[config.mk]
export PLATFORM = sky130hd
export DESIGN_NAME = phy_basic_ctl
export DESIGN_NICKNAME = d
export VERILOG_FILES = /design/src/rtl/phy_ctl_pkg.sv /design/src/rtl/phy_ctl_regs.sv /design/src/rtl/phy_ctl_coltest.sv /design/src/rtl/phy_ctl_mii.sv /design/src/rtl/phy_basic_ctl.sv
export SDC_FILE = /design/constraint.sdc
export NUM_CORES = 1
export LEC_CHECK = 0
export BUFFER_PORTS_ARGS = -buffer_cell sky130_fd_sc_hd__buf_2
export CAP_MARGIN = 0
export CORE_UTILIZATION = 42
export CTS_CLUSTER_DIAMETER = 80
export CTS_CLUSTER_SIZE = 24
export DETAILED_ROUTE_END_ITERATION = 16
export GPL_TIMING_DRIVEN = 0
export PLACE_DENSITY = 0.79
export SLEW_MARGIN = 30
export SYNTH_ARGS = -nofsm -noshare
export SYNTH_HDL_FRONTEND = slang
export SYNTH_HIERARCHICAL = 1
export SYNTH_SLANG_ARGS = --single-unit
[constraint.sdc]
create_clock -name clk -period 1.7 [get_ports clk]
set_input_delay 0.34 -clock clk [delete_from_list [all_inputs] [get_ports clk]]
set_output_delay 0.34 -clock clk [all_outputs]
set_load 0.03 [all_outputs]
[src/rtl/phy_ctl_pkg.sv]
package phy_ctl_pkg;
   localparam int unsigned CTL_W = 16;

   localparam int unsigned F_SRST = 15;
   localparam int unsigned F_LB   = 14;
   localparam int unsigned F_PD   = 11;
   localparam int unsigned F_ISO  = 10;
   localparam int unsigned F_CT   = 7;

   // positions that hold state across cycles (soft reset bit excluded)
   localparam logic [CTL_W-1:0] KEEP_MASK =
      (16'(1) << F_LB) | (16'(1) << F_PD) | (16'(1) << F_ISO) | (16'(1) << F_CT);

   typedef struct packed {
      logic lb;
      logic pd;
      logic iso;
      logic ct;
   } ctl_fields_t;
endpackage

[src/rtl/phy_ctl_regs.sv]
module phy_ctl_regs
   import phy_ctl_pkg::*;
#(
   parameter int unsigned      ADDR_W      = 5,
   parameter int unsigned      REG_ADDR    = 0,
   parameter logic [CTL_W-1:0] STICKY_MASK = '0
) (
   input  logic              clk,
   input  logic              rst_n,
   input  logic              wr,
   input  logic              rd,
   input  logic [ADDR_W-1:0] addr,
   input  logic [CTL_W-1:0]  wdata,
   output logic [CTL_W-1:0]  rdata,
   output ctl_fields_t       fields,
   output logic              srst
);
   localparam logic [ADDR_W-1:0] HIT_ADDR = ADDR_W'(REG_ADDR);

   if (REG_ADDR >= (64'd1 << ADDR_W)) begin : g_bad_addr
      $error("REG_ADDR does not fit in ADDR_W bits");
   end
   if ((STICKY_MASK & ~KEEP_MASK) != '0) begin : g_bad_sticky
      $error("STICKY_MASK names a position that holds no state");
   end

   logic             wr_hit;
   logic             srst_req;
   logic [CTL_W-1:0] ctl_q;
   logic             unused_wdata;

   assign wr_hit       = wr && (addr == HIT_ADDR) && !srst;
   assign srst_req     = wr_hit && wdata[F_SRST];
   assign unused_wdata = ^(wdata & ~(KEEP_MASK | (16'(1) << F_SRST)));

   for (genvar i = 0; i < CTL_W; i++) begin : g_bit
      if (!KEEP_MASK[i]) begin : g_fixed
         assign ctl_q[i] = 1'b0;
      end else if (STICKY_MASK[i]) begin : g_sticky
         logic q;
         always_ff @(posedge clk or negedge rst_n) begin
            if (!rst_n)                       q <= 1'b0;
            else if (wr_hit && !wdata[F_SRST]) q <= wdata[i];
         end
         assign ctl_q[i] = q;
      end else begin : g_plain
         logic q;
         always_ff @(posedge clk or negedge rst_n) begin
            if (!rst_n)        q <= 1'b0;
            else if (srst_req) q <= 1'b0;
            else if (wr_hit)   q <= wdata[i];
         end
         assign ctl_q[i] = q;
      end
   end

   always_ff @(posedge clk or negedge rst_n) begin
      if (!rst_n) srst <= 1'b0;
      else        srst <= srst_req;
   end

   assign rdata      = (rd && addr == HIT_ADDR) ? ctl_q : '0;
   assign fields.lb  = ctl_q[F_LB];
   assign fields.pd  = ctl_q[F_PD];
   assign fields.iso = ctl_q[F_ISO];
   assign fields.ct  = ctl_q[F_CT];

   // fixed positions never show a one
   a_r3_fixed_zero: assert property (@(posedge clk) disable iff (!rst_n)
      (rdata & ~KEEP_MASK) == '0);
   // the soft reset pulse lasts a single cycle
   a_r4_srst_single: assert property (@(posedge clk) disable iff (!rst_n)
      srst |=> !srst);
   // entering soft reset leaves only sticky fields possibly set
   a_r4_srst_clears: assert property (@(posedge clk) disable iff (!rst_n)
      $rose(srst) |-> (ctl_q & ~STICKY_MASK) == '0);
   // fields do not move while the pulse is out
   a_r5_write_blocked: assert property (@(posedge clk) disable iff (!rst_n)
      srst |=> $stable(ctl_q));
endmodule

[src/rtl/phy_ctl_coltest.sv]
module phy_ctl_coltest #(
   parameter int unsigned RISE_BT = 64,
   parameter int unsigned FALL_BT = 2
) (
   input  logic clk,
   input  logic rst_n,
   input  logic active,
   input  logic txen,
   input  logic bit_stb,
   output logic col
);
   localparam int unsigned MAX_BT = (RISE_BT > FALL_BT) ? RISE_BT : FALL_BT;
   localparam int unsigned CNT_W  = $clog2(MAX_BT + 1);
   localparam logic [CNT_W-1:0] RISE_LAST = CNT_W'(RISE_BT - 1);
   localparam logic [CNT_W-1:0] FALL_LAST = CNT_W'(FALL_BT - 1);

   if (RISE_BT < 1 || RISE_BT > 512) begin : g_bad_rise
      $error("RISE_BT must lie in 1..512 bit times");
   end
   if (FALL_BT < 1 || FALL_BT > 4) begin : g_bad_fall
      $error("FALL_BT must lie in 1..4 bit times");
   end

   logic [CNT_W-1:0] cnt;
   logic             wait_edge;  // txen level that keeps the timer idle

   assign wait_edge = col;

   always_ff @(posedge clk or negedge rst_n) begin
      if (!rst_n) begin
         col <= 1'b0;
         cnt <= '0;
      end else if (!active) begin
         col <= 1'b0;
         cnt <= '0;
      end else if (txen == wait_edge) begin
         cnt <= '0;
      end else if (bit_stb) begin
         if (cnt == (col ? FALL_LAST : RISE_LAST)) begin
            col <= !col;
            cnt <= '0;
         end else begin
            cnt <= cnt + 1'b1;
         end
      end
   end

   // no collision report outside the test mode
   a_r11_idle_low: assert property (@(posedge clk) disable iff (!rst_n)
      !active |=> !col);
   // a rise only follows a cycle with txen high
   a_r10_rise_on_txen: assert property (@(posedge clk) disable iff (!rst_n)
      $rose(col) |-> $past(txen) && $past(active));
   // a fall follows txen low or leaving the test mode
   a_r10_fall_cause: assert property (@(posedge clk) disable iff (!rst_n)
      $fell(col) |-> !$past(txen) || !$past(active));
endmodule

[src/rtl/phy_ctl_mii.sv]
module phy_ctl_mii #(
   parameter int unsigned DATA_W = 4
) (
   input  logic              lb,
   input  logic              iso,
   input  logic              col_in,
   input  logic [DATA_W-1:0] mac_txd,
   input  logic              mac_txen,
   output logic [DATA_W-1:0] mac_rxd,
   output logic              mac_rxdv,
   output logic              mac_col,
   output logic              mac_rx_oe,
   output logic [DATA_W-1:0] line_txd,
   output logic              line_txen,
   input  logic [DATA_W-1:0] line_rxd,
   input  logic              line_rxdv
);
   if (DATA_W < 1) begin : g_bad_width
      $error("DATA_W must be at least 1");
   end

   logic [DATA_W-1:0] rx_sel_d;
   logic              rx_sel_v;

   always_comb begin
      if (lb) begin
         rx_sel_d  = mac_txd;
         rx_sel_v  = mac_txen;
         line_txd  = '0;
         line_txen = 1'b0;
      end else begin
         rx_sel_d  = line_rxd;
         rx_sel_v  = line_rxdv;
         line_txd  = mac_txd;
         line_txen = mac_txen;
      end
   end

   always_comb begin
      mac_rx_oe = !iso;
      mac_rxd   = iso ? '0 : rx_sel_d;
      mac_rxdv  = iso ? 1'b0 : rx_sel_v;
      mac_col   = iso ? 1'b0 : col_in;
   end

   // a disabled output never carries valid or collision
   a_r9_quiet_when_off: assert final (mac_rx_oe || (!mac_rxdv && !mac_col && mac_rxd == '0));
   // the line side never sees transmit while the MAC sees its own frame
   a_r6_line_quiet: assert final (!(line_txen && lb));
endmodule

[src/rtl/phy_basic_ctl.sv]
module phy_basic_ctl
   import phy_ctl_pkg::*;
#(
   parameter int unsigned      DATA_W      = 4,
   parameter int unsigned      ADDR_W      = 5,
   parameter int unsigned      REG_ADDR    = 0,
   parameter int unsigned      COL_RISE_BT = 64,
   parameter int unsigned      COL_FALL_BT = 2,
   parameter logic [CTL_W-1:0] STICKY_MASK = '0
) (
   input  logic              clk,
   input  logic              rst_n,
   input  logic              reg_wr,
   input  logic              reg_rd,
   input  logic [ADDR_W-1:0] reg_addr,
   input  logic [15:0]       reg_wdata,
   output logic [15:0]       reg_rdata,
   input  logic              bit_stb,
   input  logic [DATA_W-1:0] mac_txd,
   input  logic              mac_txen,
   output logic [DATA_W-1:0] mac_rxd,
   output logic              mac_rxdv,
   output logic              mac_col,
   output logic              mac_rx_oe,
   output logic [DATA_W-1:0] line_txd,
   output logic              line_txen,
   input  logic [DATA_W-1:0] line_rxd,
   input  logic              line_rxdv,
   output logic              pma_pd,
   output logic              phy_srst
);
   ctl_fields_t fields;
   logic        col_raw;

   phy_ctl_regs #(
      .ADDR_W      (ADDR_W),
      .REG_ADDR    (REG_ADDR),
      .STICKY_MASK (STICKY_MASK)
   ) i_regs (
      .clk    (clk),
      .rst_n  (rst_n),
      .wr     (reg_wr),
      .rd     (reg_rd),
      .addr   (reg_addr),
      .wdata  (reg_wdata),
      .rdata  (reg_rdata),
      .fields (fields),
      .srst   (phy_srst)
   );

   phy_ctl_coltest #(
      .RISE_BT (COL_RISE_BT),
      .FALL_BT (COL_FALL_BT)
   ) i_coltest (
      .clk     (clk),
      .rst_n   (rst_n),
      .active  (fields.ct && fields.lb),
      .txen    (mac_txen),
      .bit_stb (bit_stb),
      .col     (col_raw)
   );

   phy_ctl_mii #(
      .DATA_W (DATA_W)
   ) i_mii (
      .lb        (fields.lb),
      .iso       (fields.iso),
      .col_in    (col_raw),
      .mac_txd   (mac_txd),
      .mac_txen  (mac_txen),
      .mac_rxd   (mac_rxd),
      .mac_rxdv  (mac_rxdv),
      .mac_col   (mac_col),
      .mac_rx_oe (mac_rx_oe),
      .line_txd  (line_txd),
      .line_txen (line_txen),
      .line_rxd  (line_rxd),
      .line_rxdv (line_rxdv)
   );

   assign pma_pd = fields.pd;

   // power down request tracks what a read shows
   a_r8_pd_visible: assert property (@(posedge clk) disable iff (!rst_n)
      (reg_rd && reg_addr == ADDR_W'(REG_ADDR)) |-> reg_rdata[F_PD] == pma_pd);
endmodule

==> flow_summary.yaml <==
run_status:
  status: "completed"
logic_synthesis:
  synth_flop_cell: "dfrtp_1"
  syn_avg_cell_area_um2: 9.55
  synthArstFlopShare_pct: 100
  synth-seq-area-share_pct: 30.7
  synth.distinct_cells: 35
  syn_inst: 111
  synth_area_um2: 1060
  yosysWarnings: 6
  synth_edf_count: 0
  ys_seq_elements: 13
routing:
  postRouteAntennaNets: 0
  drt-vias-per-instance: 5.05
  drt_iter0_drc: 9
  drtPass1Iterations: 4
  wl_per_cell_um: 12.8
  num_vias: 1000
  drc: 0
  drt_wl_total_mm: 2.54
setup_path:
  critical_path_arrival_ns: 1.34
  cp_max_fo: 5
  worstSetupStartpointType: "register"
  reg2regPathDepth: 6
  critPathRequiredTime_ns: 1.36
  end_kind: "output port"
  path_class: "reg2out"
grt:
  antenna_found_initial: 0
  grt_usage_pct: 18.8
  grt_pass1_vias: 866
  grt_max_degree: 14
  gr-total-overflow: 0
  grt_pass1_wl_mm: 3.71
floorplan:
  ios: 66
  dieArea_um2: 2730
  core_um2: 2300
  fp-row-count: 17
  initial_utilization_pct: 46.1
  die_w_um: 52.2
  die_h_um: 52.2
timing:
  drv_slew: 0
  setup_viol: 0
  tns_ns: 0
  post-route-min-period_ns: 1.68
  layout_setup_ws_ns: 0.0190
  hold_violations: 0
  rsz0062_at_grt: "yes"
  finClkSkew_ns: 0.00375
  period_share_pct: 98.9
  max_freq_mhz: 595
power:
  irDropWorstVdd_v: 0.000436
  power-per-cell-area_nw_per_um2: 616
  leakagePower_uw: 0.000760
cts:
  clock_sinks: 13
  cts_tree: "built"
  cts_max_path_buffers: 2
  cts-buffers-inserted: 3
  clkTransAtPathRegs_ns: 0.08
  root_buffer: "clkbuf_4"
  cts-htree-levels: 1
  post_cts_buffers: 0
  clk_latency_ns: 0.28
placed_design:
  dp_hpwl_mm: 1.84
  place_congestion: 0.780
  pre_cts_ws_ns: 0.121
  placed_cell_area_um2: 1350
  place.port_buffers: 42
worst_hold_path:
  holdPathStages: 3
  hp-class: "in2reg"
finish:
  multiInputGateArea_um2: 629
  seqCellArea_um2: 325
  final_cell_mix: "buf_2 (32), buf_4 (20), dfrtp_1 (13), conb_1 (12), nor2_1 (11)"
  area_growth_pct: 37.7
  final.fill_count: 199
  layout-drive-gt1-share_pct: 47.1
  fin_area_um2: 1460
  final_common_cell: "buf_2"
  final_nets: 208
  antennaDiodeCount: 0
job:
  maxCapViolCount: 0
[critical path: stages, from the launching register on]
cell and delay, ns:
dfrtp_1 0.39, buf_6 0.13, buf_8 0.11, mux2i_1 0.21, nor2_1 0.06, buf_4 0.16
[area by class of cell]
class | instances | share of cell area (%)
buffer | 18 | 9.78
clock buffer | 4 | 1.80
inverter | 3 | 0.772
multi-input combinational | 88 | 43.1
sequential | 13 | 22.3
tap | 28 | 2.40
timing repair buffer | 44 | 19.8
[stage by stage]
step	util [%]	cells	hold WS, ns	power [µW]
2_1_floorplan	-	122	0.0444	577
3_3_place_gp	58.6	192	0.239	651
3_5_place_dp	58.6	192	0.241	656
4_1_cts	60.5	197	0.333	863
5_1_grt	63.5	198	0.347	947
6_report	63.5	198	0.349	898
[metal layers]
| metal | GRT usage (%) | up-vias | part of all wire [%] |
|---|---|---|---|
| met5 | 0 | - | 0 |
| met4 | 11.0 | 0 | 2.1 |
| met3 | 4.35 | 8 | 7.9 |
| met2 | 33.8 | 64 | 52 |
| met1 | 20.0 | 447 | 38 |
| li1 | - | 481 | - |
[power by group]
| part | internal, µW | switching [µW] |
|---|---|---|
| combinational | 174 | 197 |
| sequential | 321 | 10.1 |
| clock | 91.0 | 104 |
[Yosys cell counts, drive strengths merged, types with 2 or more instances]
master,n,area share (%)
xnor2,4,3.3
mux2i,5,4.7
and3,3,1.9
and2,5,3.0
nor4b,2,3.7
nor2,11,3.9
mux2,4,5.7
dfrtp,13,31
a31oi,3,1.8
o211ai,2,1.4
nor2b,6,3.5
nor3,3,1.9
buf,17,12
nand2,4,1.7
nand3,7,3.3
and2b,5,4.1
inv,3,1.1
nand4,2,1.2
[cells by family after synthesis]
kind of cell / Yosys count / share of synthesized area (%)
AO/OA/AOI/OAI: 10 / 8.15
flip-flops: 13 / 30.7
AND/OR/NAND/NOR: 51 / 30.6
multiplexers: 9 / 10.4
buffers and inverters: 21 / 13.8
adder cells (fa/ha/maj): 1 / 1.18
other: 1 / 0.354
XOR/XNOR: 5 / 4.84
[registers in the layout, summed over array words and instances, names as in the netlist]
register / flops
i_coltest/col: 1
i_regs/g_bit.g_plain.q: 4
i_regs/srst: 1
i_coltest/cnt: 7
[timing repair]
action	in CTS	in global routing
gates cloned	0	1
gates resized for setup	3	21
hold endpoints to repair	13	0
hold buffers	1	0
setup endpoints to repair	3	10
[worst paths after layout]
kind,start,slack (ns),endpoint
worst max-delay path,i_regs/g_bit[14].g_plain.q$_DFFE_PN0P_,0.02,mac_rxdv
worst min-delay path,mac_txen,0.35,i_coltest/col$_DFFE_PN0P_
worst max register to register,i_regs/g_bit[14].g_plain.q$_DFFE_PN0P_,0.11,i_coltest/cnt[5]$_DFFE_PN0P_
worst min register to register,i_regs/g_bit[7].g_plain.q$_DFFE_PN0P_,0.53,i_regs/g_bit[7].g_plain.q$_DFFE_PN0P_
max in group asynchronous,rst_n,1.00,i_regs/srst$_DFF_PN0_
min in group asynchronous,rst_n,0.47,i_coltest/cnt[6]$_DFFE_PN0P_
No activity file was read; power rests on OpenSTA's default activity.
